## src/rtl/cpu_irq_iface.sv

```systemverilog
module cpu_irq_iface #(
  parameter int NUM_IRQ = 64,
  parameter int ID_W    = 10
) (
  input  logic            clk,
  input  logic            rst_n,
  input  logic            cand_valid,
  input  logic [ID_W-1:0] cand_id,
  input  logic [7:0]      cand_prio,
  input  logic            rd_en,
  input  logic [2:0]      rd_addr,
  output logic [31:0]     rd_data,
  input  logic            wr_en,
  input  logic [2:0]      wr_addr,
  input  logic [31:0]     wr_data,
  output logic            irq,
  output logic            claim_valid,
  output logic [ID_W-1:0] claim_id,
  output logic            retire_valid,
  output logic [ID_W-1:0] retire_id
);
  localparam int IDX_W = $clog2(NUM_IRQ);
  localparam logic [2:0] A_CTRL = 3'd0, A_MASK = 3'd1, A_BP = 3'd2, A_ACK = 3'd3, A_DONE = 3'd4;
  localparam logic [ID_W-1:0] SPURIOUS = ID_W'(1023);
  localparam logic [ID_W-1:0] LIMIT    = ID_W'(NUM_IRQ);

  logic               en_q;
  logic [7:0]         mask_q;
  logic [2:0]         bp_q;
  logic [NUM_IRQ-1:0] act_q;
  logic               ack_rd, done_wr;
  logic [ID_W-1:0]    done_id;
  logic               unused_bits;

  assign unused_bits = ^wr_data[31:ID_W];
  assign done_id     = wr_data[ID_W-1:0];
  assign irq         = en_q && cand_valid && (cand_id < LIMIT) && (cand_prio < mask_q);
  assign ack_rd      = rd_en && (rd_addr == A_ACK);
  assign done_wr     = wr_en && (wr_addr == A_DONE);

  assign claim_valid  = ack_rd && irq;
  assign claim_id     = cand_id;
  assign retire_valid = done_wr && (done_id < LIMIT) && act_q[done_id[IDX_W-1:0]];
  assign retire_id    = done_id;

  always_comb begin
    rd_data = '0;
    case (rd_addr)
      A_CTRL: rd_data[0]       = en_q;
      A_MASK: rd_data[7:0]     = mask_q;
      A_BP:   rd_data[2:0]     = bp_q;
      A_ACK:  rd_data[ID_W-1:0] = irq ? cand_id : SPURIOUS;
      default: rd_data = '0;
    endcase
  end

  always_ff @(posedge clk or negedge rst_n) begin
    if (!rst_n) begin
      en_q   <= 1'b0;
      mask_q <= '0;
      bp_q   <= '0;
    end else if (wr_en) begin
      case (wr_addr)
        A_CTRL: en_q   <= wr_data[0];
        A_MASK: mask_q <= wr_data[7:0];
        A_BP:   bp_q   <= wr_data[2:0];
        default: ;
      endcase
    end
  end

  always_ff @(posedge clk or negedge rst_n) begin
    if (!rst_n) begin
      act_q <= '0;
    end else begin
      if (retire_valid) act_q[done_id[IDX_W-1:0]] <= 1'b0;
      if (claim_valid)  act_q[cand_id[IDX_W-1:0]] <= 1'b1;
    end
  end

  AST_RESET_QUIET: assert property (@(posedge clk) $rose(rst_n) |-> !irq && act_q == '0);
  AST_DISABLED_SILENT: assert property (@(posedge clk) disable iff (!rst_n) !en_q |-> !irq && !claim_valid);
  AST_SPURIOUS_READ: assert property (@(posedge clk) disable iff (!rst_n)
    (ack_rd && !claim_valid) |-> rd_data == 32'd1023);
  AST_CLAIM_ACTIVE: assert property (@(posedge clk) disable iff (!rst_n)
    claim_valid |=> act_q[$past(cand_id[IDX_W-1:0])]);
  AST_RETIRE_CLEARS: assert property (@(posedge clk) disable iff (!rst_n)
    (retire_valid && !(claim_valid && cand_id == done_id)) |=> !act_q[$past(done_id[IDX_W-1:0])]);
  AST_NOTIFY_IDS: assert property (@(posedge clk) disable iff (!rst_n)
    claim_valid |-> rd_data[ID_W-1:0] == claim_id && claim_id < LIMIT);
endmodule

```

## config.mk

```make
export PLATFORM = sky130hd
export DESIGN_NAME = cpu_irq_iface
export DESIGN_NICKNAME = d
export VERILOG_FILES = /design/src/rtl/cpu_irq_iface.sv
export SDC_FILE = /design/constraint.sdc
export NUM_CORES = 1
export LEC_CHECK = 0
export BUFFER_PORTS_ARGS = -buffer_cell sky130_fd_sc_hd__buf_2
export CORE_AREA = 2 2 135 71
export CTS_CLUSTER_DIAMETER = 200
export DETAILED_ROUTE_END_ITERATION = 10
export DIE_AREA = 0 0 137 73
export PLACE_DENSITY = 0.88
export SETUP_SLACK_MARGIN = 0.02
export SLEW_MARGIN = 20
export SYNTH_ARGS = -nofsm -noshare
export SYNTH_HDL_FRONTEND = slang
export SYNTH_SLANG_ARGS = --single-unit
```

## constraint.sdc

```tcl
create_clock -name clk -period 2.7 [get_ports clk]
set_clock_uncertainty 0.15 [all_clocks]
set_input_delay 0.27 -clock clk [delete_from_list [all_inputs] [get_ports clk]]
set_output_delay 0.27 -clock clk [all_outputs]
set_load 0.005 [all_outputs]
```

== After elaboration in Yosys (flattened, before gate mapping) ==
Cells that the tools add are included.
Word-level totals
  register bits after elaboration: 76
  word-level logic and storage cells: 48
  output and inout port bits: 55
  input bits: 61
Operators by class
  equality and inequality tests: 6
  bitwise gates (word level): 3
  order comparisons: 7
  muxes and demuxes: 13
  reduce and logical (&&, ||, !) cells: 15
Operators by type and width (number)
  two-way mux 64 bit: 2
  bitwise AND 64 bit: 1
  inverter 64 bit: 1
  bitwise OR 64 bit: 1
  less-than comparator 10 x 7 -> 1 bit, second input constant: 2
  less-than comparator 6 x 7 -> 1 bit, second input constant: 2
  demux 1 bit (select 6 bit): 2
  >= comparator 6 x 1 -> 1 bit, second input constant: 2
  logical AND 1 bit: 10
  two-way mux 10 bit: 1
  case mux 5 bit (2 select lines): 1
  equality test 3 x 2 -> 1 bit, second input constant: 3
  less-than comparator 8 bit: 1
  binary-select mux 1 bit (select 6 bit): 1
  equality test 3 x 1 -> 1 bit, second input constant: 2
  logical NOT 3 bit: 2
  case mux 2 bit (3 select lines): 1
  AND reduction 2 bit: 3
  case mux 1 bit (4 select lines): 1
  equality test 3 bit, second input constant: 1
  two-way mux 1 bit: 3
  two-way mux 2 bit: 1

== Longest topological paths before layout ==
  word-level depth: 9
  depth in mapped cells: 10
  gate-level depth less buffers: 8

== Least setup slack after synthesis ==
No wires, ideal clock.
  kind: input to output
  from: input wr_data[0]
  to: output retire_valid
  data arrival time: 1985 ps
  stages on the path: 8
  buffers on the path: 3
  setup slack: 295 ps
  data required time: 2280 ps
  cell sequence: buf_4 mux4_2 mux2_2 a32oi_1 nand4b_1 buf_2 buf_6 nor2b_1
On the way
  word-level cells in the longest chain between the ends: 3
  elaborated cells on any way between the ends: 5
  classes of those cells: 1 x order compare; 2 x mux; 2 x reduce/logical
Ends and longest elaborated chain
  start: declaration: RTL line 15  | input logic [31:0] wr_data,
  binary-select mux 1 bit (select 6 bit) or less-than comparator 10 x 7 -> 1 bit (tied branches): RTL line 43  | assign retire_valid = done_wr && (done_id < LIMIT) && act_q[done_id[IDX_W-1:0]];
  two-way mux 1 bit (implied by the code) or logical AND 1 bit (tied branches): RTL line 43
  logical AND 1 bit (*): RTL line 43
  end: declaration: RTL line 19  | output logic retire_valid,
Mark *: on every way between the ends. The rest lies on a longest branch, timed or not. The select of a mux whose other input is x is not followed.

== Worst setup path in the final report ==
  from: register mask_q[1]
  to: output claim_valid
On the way
  word-level cells in the longest chain between the ends: 3
Ends and longest elaborated chain
  start: declaration: RTL line 28  | logic [7:0] mask_q;
  start signal: assignment: RTL line 65  | A_MASK: mask_q <= wr_data[7:0];
  less-than comparator 8 bit: RTL line 37  | assign irq = en_q && cand_valid && (cand_id < LIMIT) && (cand_prio < mask_q);
  logical AND 1 bit: RTL line 37
  logical AND 1 bit: RTL line 41  | assign claim_valid = ack_rd && irq;
  end: declaration: RTL line 17  | output logic claim_valid,
Every way passes these cells.

==> results_dict.tcl <==
set metrics [dict create \
    status "finished, final reports clean" \
    clock_sinks 76 \
    drc 0 \
    synth_flop_cell "dfrtp_1" \
    postSynthAreaPerCell_um2 10.08 \
    final.setup.tns_ps 0 \
    hold_class "in -> reg" \
    yosys_warnings 0 \
    power.total_mw 2.891 \
    startpoint_type "flop" \
    yosysSeqAreaShare_pct 40.94 \
    post_drt_wl_per_cell_um 21.83 \
    core-area_um2 9009 \
    multi_input_area_um2 2401 \
    nets 596 \
    cts_root_buf "clkbuf_16" \
    cts_buffers 9 \
    synth_top_area_share_pct 40.94 \
    p_leak_nw 2.304 \
    grt_pass1_wl_um 21980 \
    vias 4238 \
    nFillCells 715 \
    die_h_um 73 \
    fp.dieW_um 137 \
    fin_crit_ps 2679 \
    io_pins 116 \
    cts.clk_slew.worst_paths_ps 60 \
    powerDensity_nw_per_um2 530.3 \
    path_class "reg -> out" \
    required_ps 2280 \
    dp_slack_ps -125.5 \
    area_growth_pct 17.34 \
    first_global_vias 4041 \
    start_util_pct 51.57 \
    syn_area_um2 4646 \
    grt_max_degree 41 \
    synth_edf_count 0 \
    rows 25 \
    fin_ws_ps 21.15 \
    clk_latency_ps 340 \
    drt-pass1-iter-count 5 \
    cts_tree "yes" \
    yosys-top-cells-area "dfrtp_1 41%, o2bb2ai_1 12%, nand3_1 7.4%" \
    ff2ff_path_depth 8 \
    drive_above_1_share_pct 29.27 \
    hold_viol 0 \
    grt_usage_pct 29.68 \
    drv_cap 0 \
    hold_depth 3 \
    fmax_mhz 373.3 \
    cp-end-kind "output port" \
    portBuffers 71 \
    regArea_um2 1902 \
    place.gp.congestion 0.9873 \
    rsz0062_at_grt "yes" \
    cts_buffer_depth 2 \
    ys_ff_latch 76 \
    hpwlAfterDp_um 9957 \
    totalWireLength_um 14270 \
    grt_overflow 0 \
    drv_slew 0 \
    synth.distinct_cells 43 \
    antenna_cells 0 \
    holdWs_ps 37.69 \
    ant_nets 0 \
    yosys.area.top_type "dfrtp_1" \
    die_area_um2 10000 \
    first_iter_violations 479 \
    setup_violations 0 \
    fin_crit_sh_pct 99.22 \
    peakVddDrop_uv 350.2 \
    htreeDepth 3 \
    routed_via_density 6.480 \
    antenna_found_initial 0 \
    crit_fanout 5 \
    arrival_ps 2260 \
    async_reset_ff_share_pct 100.0 \
    relSlewSlack_pct 41.81 \
    netlist_instances 461 \
    worstMarginPinSlew_ps 872.8 \
]
## flip-flops by register name (all words and copies together), names as in the netlist
name,cells
mask_q,8
bp_q,3
en_q,1
act_q,64
## kinds of logic after synthesis
kind of cell / count (synthesis) / share of synthesized area (%)
simple gates: 161 / 17.78
compound gates: 106 / 18.75
buf+inv: 85 / 11.26
flops: 76 / 40.94
mux: 25 / 9.318
fa+ha+maj: 7 / 1.885
other cells: 1 / 0.08072
## cells in the mapped netlist (3+ instances only)
cell type and count:
mux2i_1 5, nand2_1 24, nor3_1 9, buf_1 5
nor2_1 16, o21ai_0 8, buf_2 4, a21o_1 3
ha_1 7, dfrtp_1 76, nor2b_1 10, and3_1 5
nand2b_1 7, a21oi_1 6, buf_4 43, o2bb2ai_1 64
a22o_1 3, o2111ai_1 4, and2_1 3, nand3_1 69
o221a_2 3, nand4_1 3, mux2_2 6, nor4_1 5
o31a_1 3, nor3b_1 6, inv_1 13, buf_6 5
clkbuf_1 15, mux4_2 14
## path summary, 6_finish.rpt
path	end	from	slack (ps)
max in group asynchronous	act_q[26]	rst_n	1250
max	claim_valid	mask_q[1]	20
max reg2reg	act_q[27]	act_q[29]	220
min in group asynchronous	act_q[1]	rst_n	440
min reg2reg	act_q[53]	act_q[53]	340
min	mask_q[7]	wr_data[7]	40
## per-stage QoR
step                      instances  area (um^2)  utilization (%)
after floorplan                 482         4725                -
after global placement          630         4980            55.28
after detailed placement        630         4980            55.28
after CTS                       647         5293            58.75
after global routing            654         5451            60.51
final                           654         5451            60.51
## worst max-delay path, stage by stage, from the launching register on
cell and delay [ps]:
dfrtp_1 400, inv_2 90, ha_4 190, a21o_1 180
a21o_1 190, a21oi_4 250, buf_12 140, o21ai_4 70
nor4_1 250, buf_2 160
## final cells by class
cell class              count  area share (%)
flip-flops and latches     76           34.89
clock inverters             3          0.8492
multi-input cells         322           44.04
well taps                 121           2.777
inverters                  13          0.8951
repair buffers            106           11.96
clock buffers              13           4.590
## layer usage
layer | share of wire [%] | track usage [%] | routed length, um
met5 | 0 | 0 | 0
met4 | 1.9 | 8.362 | 274
met3 | 14 | 11.94 | 2034
met2 | 43 | 42.56 | 6158
met1 | 41 | 41.68 | 5805
## placed cells by master (no fill, tap or decap), types with 9 or more instances in the layout
cell type / count
buf_2: 70
buf_4: 32
clkbuf_16: 9
conb_1: 22
dfrtp_1: 76
inv_1: 11
mux4_2: 14
nand2_1: 24
nand3_1: 69
nor2_1: 16
nor2b_1: 9
nor3_1: 9
o2bb2ai_1: 64
## where the power goes
part,internal (mW),leakage (nW),total (mW),switching (mW)
combinational,0.197,1.12,0.478,0.281
sequential,1.18,1.04,1.21,0.0328
clock,0.743,0.140,1.20,0.458
## timing repair
| action | 4_1_cts | 5_1_grt |
|---|---|---|
| cloned | 0 | 1 |
| resized for setup | 2 | 17 |
| pin swaps | 0 | 9 |
| buffers inserted | 0 | 6 |
| endpoints found under the setup margin | 10 | 12 |
| hold buffers | 1 | 0 |
| hold endpoints to repair | 36 | 0 |
Note: power is estimated with default switching activity, not from simulation.
